$ cat src/rtl/afr_pkg.sv
package afr_pkg;

    typedef enum logic [2:0] {
        FR_IDLE,
        FR_START,
        FR_DATA,
        FR_PAR,
        FR_STOP
    } afr_state_e;

    typedef struct packed {
        logic len7;
        logic par_en;
        logic par_even;
        logic stop2;
    } afr_cfg_t;

endpackage

$ cat src/rtl/afr_tx.sv
module afr_tx
    import afr_pkg::*;
#(
    parameter int DATA_W = 8,
    parameter int OVS    = 16
) (
    input  logic              clk,
    input  logic              rst_n,
    input  logic              tick,
    input  afr_cfg_t          cfg,
    input  logic              wr,
    input  logic [DATA_W-1:0] wdata,
    output logic              line,
    output logic              ready,
    output logic              underflow
);
    localparam int CNT_W = $clog2(OVS);
    localparam int IDX_W = $clog2(DATA_W);
    localparam logic [CNT_W-1:0] CNT_END    = CNT_W'(OVS - 1);
    localparam logic [IDX_W-1:0] LAST_FULL  = IDX_W'(DATA_W - 1);
    localparam logic [IDX_W-1:0] LAST_SHORT = IDX_W'(DATA_W - 2);

    typedef struct packed {
        afr_state_e        st;
        logic [CNT_W-1:0]  cnt;
        logic [IDX_W-1:0]  idx;
        logic              stop_n;
        logic [DATA_W-1:0] shf;
        logic              par;
        logic [DATA_W-1:0] hold;
        logic              hold_v;
        logic              line;
        logic              udf;
    } tx_s;

    tx_s q, d;

    logic [DATA_W-1:0] msk;
    logic [IDX_W-1:0]  last_idx;
    logic              bit_end;
    logic              start_chr;

    assign msk      = cfg.len7 ? {1'b0, {(DATA_W-1){1'b1}}} : {DATA_W{1'b1}};
    assign last_idx = cfg.len7 ? LAST_SHORT : LAST_FULL;
    assign bit_end  = tick && (q.cnt == CNT_END);

    always_comb begin
        d         = q;
        d.udf     = 1'b0;
        start_chr = 1'b0;

        if (wr && !q.hold_v) begin
            d.hold   = wdata;
            d.hold_v = 1'b1;
        end

        if (tick && q.st != FR_IDLE) begin
            d.cnt = bit_end ? '0 : q.cnt + CNT_W'(1);
        end

        case (q.st)
            FR_IDLE: begin
                d.cnt  = '0;
                d.line = 1'b1;
                if (tick && q.hold_v) begin
                    start_chr = 1'b1;
                end
            end
            FR_START: begin
                if (bit_end) begin
                    d.st   = FR_DATA;
                    d.idx  = '0;
                    d.line = q.shf[0];
                end
            end
            FR_DATA: begin
                if (bit_end) begin
                    if (q.idx == last_idx) begin
                        if (cfg.par_en) begin
                            d.st   = FR_PAR;
                            d.line = q.par;
                        end else begin
                            d.st     = FR_STOP;
                            d.stop_n = 1'b0;
                            d.line   = 1'b1;
                        end
                    end else begin
                        d.idx  = q.idx + IDX_W'(1);
                        d.shf  = q.shf >> 1;
                        d.line = q.shf[1];
                    end
                end
            end
            FR_PAR: begin
                if (bit_end) begin
                    d.st     = FR_STOP;
                    d.stop_n = 1'b0;
                    d.line   = 1'b1;
                end
            end
            FR_STOP: begin
                if (bit_end) begin
                    if (cfg.stop2 && !q.stop_n) begin
                        d.stop_n = 1'b1;
                    end else if (q.hold_v) begin
                        start_chr = 1'b1;
                    end else begin
                        d.st   = FR_IDLE;
                        d.udf  = 1'b1;
                        d.line = 1'b1;
                    end
                end
            end
            default: begin
                d.st   = FR_IDLE;
                d.line = 1'b1;
            end
        endcase

        if (start_chr) begin
            d.st     = FR_START;
            d.cnt    = '0;
            d.shf    = q.hold & msk;
            d.par    = (^(q.hold & msk)) ^ ~cfg.par_even;
            d.hold_v = 1'b0;
            d.line   = 1'b0;
        end
    end

    always_ff @(posedge clk or negedge rst_n) begin
        if (!rst_n) begin
            q      <= '0;
            q.line <= 1'b1;
        end else begin
            q <= d;
        end
    end

    assign line      = q.line;
    assign ready     = !q.hold_v;
    assign underflow = q.udf;

endmodule

$ cat src/rtl/afr_rx.sv
module afr_rx
    import afr_pkg::*;
#(
    parameter int DATA_W = 8,
    parameter int OVS    = 16
) (
    input  logic              clk,
    input  logic              rst_n,
    input  logic              tick,
    input  logic              len7,
    input  logic              par_en,
    input  logic              par_even,
    input  logic              line,
    input  logic              rd,
    output logic [DATA_W-1:0] data,
    output logic              full,
    output logic              ready,
    output logic              bad_par,
    output logic              overrun
);
    localparam int CNT_W = $clog2(OVS);
    localparam int IDX_W = $clog2(DATA_W);
    localparam logic [CNT_W-1:0] CNT_END    = CNT_W'(OVS - 1);
    localparam logic [CNT_W-1:0] CNT_HALF   = CNT_W'(OVS / 2 - 1);
    localparam logic [IDX_W-1:0] LAST_FULL  = IDX_W'(DATA_W - 1);
    localparam logic [IDX_W-1:0] LAST_SHORT = IDX_W'(DATA_W - 2);

    typedef struct packed {
        afr_state_e        st;
        logic [CNT_W-1:0]  cnt;
        logic [IDX_W-1:0]  idx;
        logic [DATA_W-1:0] shf;
        logic              perr;
        logic [DATA_W-1:0] hold;
        logic              full;
        logic              rdy;
        logic              bp;
        logic              ovr;
    } rx_s;

    rx_s q, d;

    logic [DATA_W-1:0] msk;
    logic [DATA_W-1:0] mdata;
    logic [IDX_W-1:0]  last_idx;
    logic              bit_end;

    assign msk      = len7 ? {1'b0, {(DATA_W-1){1'b1}}} : {DATA_W{1'b1}};
    assign mdata    = q.shf & msk;
    assign last_idx = len7 ? LAST_SHORT : LAST_FULL;
    assign bit_end  = tick && (q.cnt == CNT_END);

    always_comb begin
        d     = q;
        d.rdy = 1'b0;
        d.bp  = 1'b0;
        d.ovr = 1'b0;

        if (rd) begin
            d.full = 1'b0;
        end

        if (tick && q.st != FR_IDLE) begin
            d.cnt = bit_end ? '0 : q.cnt + CNT_W'(1);
        end

        case (q.st)
            FR_IDLE: begin
                d.cnt  = '0;
                d.perr = 1'b0;
                if (tick && !line) begin
                    d.st = FR_START;
                end
            end
            FR_START: begin
                if (tick && q.cnt == CNT_HALF) begin
                    d.cnt = '0;
                    if (line) begin
                        d.st = FR_IDLE;
                    end else begin
                        d.st  = FR_DATA;
                        d.idx = '0;
                    end
                end
            end
            FR_DATA: begin
                if (bit_end) begin
                    d.shf[q.idx] = line;
                    if (q.idx == last_idx) begin
                        d.st = par_en ? FR_PAR : FR_STOP;
                    end else begin
                        d.idx = q.idx + IDX_W'(1);
                    end
                end
            end
            FR_PAR: begin
                if (bit_end) begin
                    d.perr = (^mdata) ^ line ^ ~par_even;
                    d.st   = FR_STOP;
                end
            end
            FR_STOP: begin
                if (bit_end) begin
                    d.hold = mdata;
                    d.rdy  = 1'b1;
                    d.bp   = q.perr;
                    d.ovr  = q.full && !rd;
                    d.full = 1'b1;
                    d.st   = FR_IDLE;
                end
            end
            default: begin
                d.st = FR_IDLE;
            end
        endcase
    end

    always_ff @(posedge clk or negedge rst_n) begin
        if (!rst_n) begin
            q <= '0;
        end else begin
            q <= d;
        end
    end

    assign data    = q.hold;
    assign full    = q.full;
    assign ready   = q.rdy;
    assign bad_par = q.bp;
    assign overrun = q.ovr;

endmodule

$ cat src/rtl/afr_top.sv
module afr_top
    import afr_pkg::*;
#(
    parameter int DATA_W = 8,
    parameter int OVS    = 16
) (
    input  logic              clk,
    input  logic              rst_n,
    input  logic              tick_16x,
    input  logic              cfg_len7,
    input  logic              cfg_par_en,
    input  logic              cfg_par_even,
    input  logic              cfg_stop2,
    input  logic              tx_wr,
    input  logic [DATA_W-1:0] tx_byte,
    output logic              tx_ready,
    output logic              tx_underflow,
    output logic              tx_line,
    input  logic              rx_line,
    input  logic              rx_rd,
    output logic [DATA_W-1:0] rx_byte,
    output logic              rx_full,
    output logic              rx_ready,
    output logic              rx_bad_par,
    output logic              rx_overrun
);
    afr_cfg_t cfg;

    assign cfg = '{len7: cfg_len7, par_en: cfg_par_en,
                   par_even: cfg_par_even, stop2: cfg_stop2};

    afr_tx #(.DATA_W(DATA_W), .OVS(OVS)) i_tx (
        .clk       (clk),
        .rst_n     (rst_n),
        .tick      (tick_16x),
        .cfg       (cfg),
        .wr        (tx_wr),
        .wdata     (tx_byte),
        .line      (tx_line),
        .ready     (tx_ready),
        .underflow (tx_underflow)
    );

    afr_rx #(.DATA_W(DATA_W), .OVS(OVS)) i_rx (
        .clk      (clk),
        .rst_n    (rst_n),
        .tick     (tick_16x),
        .len7     (cfg_len7),
        .par_en   (cfg_par_en),
        .par_even (cfg_par_even),
        .line     (rx_line),
        .rd       (rx_rd),
        .data     (rx_byte),
        .full     (rx_full),
        .ready    (rx_ready),
        .bad_par  (rx_bad_par),
        .overrun  (rx_overrun)
    );

endmodule

$ cat config.mk
export PLATFORM = sky130hd
export DESIGN_NAME = afr_top
export DESIGN_NICKNAME = d
export VERILOG_FILES = /design/src/rtl/afr_pkg.sv /design/src/rtl/afr_tx.sv /design/src/rtl/afr_rx.sv /design/src/rtl/afr_top.sv
export SDC_FILE = /design/constraint.sdc
export NUM_CORES = 1
export LEC_CHECK = 0
export ABC_AREA = 1
export CORE_MARGIN = 2
export CORE_UTILIZATION = 40
export DETAILED_ROUTE_END_ITERATION = 8
export SLEW_MARGIN = 10
export SYNTH_ARGS = -nofsm -noshare
export SYNTH_HDL_FRONTEND = slang
export SYNTH_SLANG_ARGS = --single-unit
$ cat constraint.sdc
create_clock -name clk -period 1.43 [get_ports clk]
set_input_delay 0.286 -clock clk [delete_from_list [all_inputs] [get_ports clk]]
set_output_delay 0.286 -clock clk [all_outputs]
set_load 0.02 [all_outputs]
==> summary.md <==
| Metric | Value |
|---|---|
| Net Count, Synth | `446` |
| Max FO, Critical Path | `4` |
| Critical Path End Type | `flop` |
| Reg2Reg Depth | `10` |
| Drt wl/cell | `12.8 um` |
| Violated checks | `setup timing` |
| Share of synthesized registers carrying an async set or reset | `100%` |
| Pin count of the biggest net entering global routing | `28` |
| Initial antenna violation count | `0` |
| Fin Clk Skew | `11.1 ps` |
| Die ar. | `0.00913 mm^2` |
| Final Net Count | `535` |
| EDFF count, synth | `0` |
| Peak supply drop | `0.00111 V` |
| Post-placement cell count | `594` |
| RR Startpoint | `i_rx.q[25]` |
| CTS Root Cell | `clkbuf_8` |
| Core area | `0.00818 mm^2` |
| Share of the synthesized area in the top cell type | `45.5%` |
| # setup viols final | `23` |
| Finished Core Util | `58.3%` |
| Post-synthesis register bit count | `62` |
| Worst slew margin | `74.8%` |
| Number of buffers created by CTS | `9` |
| Post-Layout Inst Area | `0.00477 mm^2` |
| Clock transition at the registers of the reported paths | `70 ps` |
| Gate Count Post-Synth | `424` |
| Detailed Route WL | `7960 um` |
| R2r endpoint | `i_rx.q[29]` |
| Slew Limit Fails | `0` |
| P per Cell Area | `1400 mW/mm^2` |
| Post-route setup slack | `-85.6 ps` |
| CP Class | `flop to flop` |
| Final critical-path required period | `1520 ps` |
| Min-Delay Path Class | `primary input to asynchronous set/reset pin` |
| # H-tree levels | `3` |
| Worst skew pair latency | `360 ps` |
| Die W | `95.6 um` |
| Post-route ant nets | `0` |
| Ys Warns | `0` |
| DR pass1 iterations | `4` |
| Fillers | `724` |
| Ranking of synthesized cells by area | `dfrtp_1, nand2_1, inv_1` |
| Drt drc | `0` |
| Clock buffer depth | `2` |
| Area growth from synthesis to layout | `42.1%` |
| Vias per Instance | `4.82` |
| All-Layer GR Usage | `18.6%` |
| Routability cong. | `0.844` |
| Total grt overflow | `0` |
| Outcome | `finished with violations` |
| Slew @ Worst Pin | `377 ps` |
| FF-to-FF setup slack | `-90 ps` |
| Non-filler cells in the finished layout | `623` |
| Via Count | `3002` |
| Leakage | `2.45 nW` |
| Fin. Hold Viols | `0` |
| WP data arrival | `1770 ps` |
| Vias in the first global route | `2872` |
| RSZ-0062 raised after global routing | `true` |
| Die H | `95.6 um` |
| Main flop type after synthesis | `dfrtp_1` |
| CTS sink cnt | `62` |
| Final setup TNS | `-852 ps` |
| Placement Cell Area | `0.00408 mm^2` |
| Tot Pwr | `6.66 mW` |
| Row count | `33` |
| Netlist cell types | `33` |
| Cell Area, Synth | `0.00335 mm^2` |
| Required @ worst endpoint | `1680 ps` |
| Initial drt markers | `155` |
| Period utilisation layout | `106%` |
| Leading area contributor after synthesis | `dfrtp_1` |
| CTS tree | `built` |
| MaxCap Viol Count | `0` |
| Global-route wire length before repair | `13100 um` |
| Num ports | `33` |
| Post-synthesis sequential area ratio | `46.3%` |
| DP Wirelength | `5280 um` |
| Initial Util | `41.0%` |
| Highest Clock Rate | `660 MHz` |
| Ant diodes | `0` |
| Mean Syn Cell Area | `7.91 um^2` |
| CP Launch Type | `flop` |
| Ratio of cells with drive above 1 in the final layout | `35.3%` |
| IO buf count | `32` |
==> worst max-delay path, stage by stage (launching register included) <==
cell	delay [ps]
dfrtp_1	400
ha_4	170
nand3_4	80
nor2_4	180
inv_2	80
nand2_2	90
nand2_2	70
a21oi_4	160
nand2_2	90
nand2_1	70
nand2_1	40
==> synth_stat cells (3+ instances only) <==
| master | instances |
|---|---|
| nand2_1 | 110 |
| dfrtp_1 | 61 |
| inv_1 | 52 |
| nor2_1 | 42 |
| nand3_1 | 31 |
| o21ai_1 | 23 |
| a21oi_1 | 18 |
| o21ai_0 | 15 |
| buf_4 | 8 |
| mux2_2 | 7 |
| xor2_1 | 7 |
| inv_2 | 6 |
| nor2_2 | 6 |
| ha_1 | 4 |
| buf_6 | 3 |
| nand4_1 | 3 |
| nor2_4 | 3 |
| xnor2_1 | 3 |
==> placed cells by master, fill, tap and decap left out, drive strengths merged, types with 13 or more instances in the layout <==
cell and count:
nand3 35, clkdlybuf4s50 13, nand2 113, o21ai 38, buf 63, inv 59, dlygate4sd2 14, a21oi 19
nor2 52, dfrtp 61
==> timing repair <==
item | CTS | global route
hold buffers | 1 | 0
endpoints found under the hold margin | 10 | 0
pin swaps | 13 | 19
buffers inserted | 2 | 10
endpoints found under the setup margin | 45 | 49
cloned | 1 | 1
resized for setup | 76 | 64
==> worst max-delay path by stage <==
stage	startpoint	endpoint	slack, ps	cells after the start
CTS	i_tx.q[25]	i_tx.q[28]	-80	9
global route	i_tx.q[24]	i_tx.q[28]	-180	9
finish	i_rx.q[25]	i_rx.q[29]	-90	10
floorplan	i_tx.q[24]	i_tx.q[12]	-5	9
global placement	tick_16x	flop	-420	8
detailed placement	tick_16x	flop	-470	8
==> where the power goes <==
group          internal, mW  leakage (nW)  switching, mW
clock network         0.860        0.0951          0.776
registers              2.10         0.774          0.368
logic                  1.15          1.58           1.40
==> through the flow <==
step / setup WS, ps / hold slack [ps]
global placement: -424 / 223
CTS: -75.2 / 383
floorplan: -5.24 / -9.59
global route: -182 / 397
finish: -85.6 / 372
detailed placement: -467 / 225
==> final cells by class <==
type                       count  area [um^2]  area share, %
clock inverter                 6         70.1           1.47
clock buffer                  10          138           2.89
inverter                      58          230           4.83
timing repair buffer          93          810           17.0
tap                          105          131           2.76
sequential                    62         1550           32.6
multi-input combinational    289         1840           38.5
==> cell families (layout without fill, tap and decap cells) <==
family | count (synthesis) | in the layout | synth area share (%)
compound gates | 61 | 61 | 9.47
flops | 62 | 62 | 46.3
xor+xnor | 10 | 10 | 2.61
simple gates | 207 | 207 | 28.0
buf+inv | 73 | 167 | 9.81
fa+ha+maj | 4 | 4 | 1.49
mux | 7 | 7 | 2.35
==> per-layer routing <==
layer / routed length (um) / GRT usage [%] / up-vias
li1: - / - / 1522
met1: 3620 / 24.0 / 1413
met5: 0 / 0 / -
met2: 3900 / 30.4 / 49
met4: 206 / 8.45 / 0
met3: 223 / 3.16 / 18
Note: power is estimated with default switching activity, not from simulation.
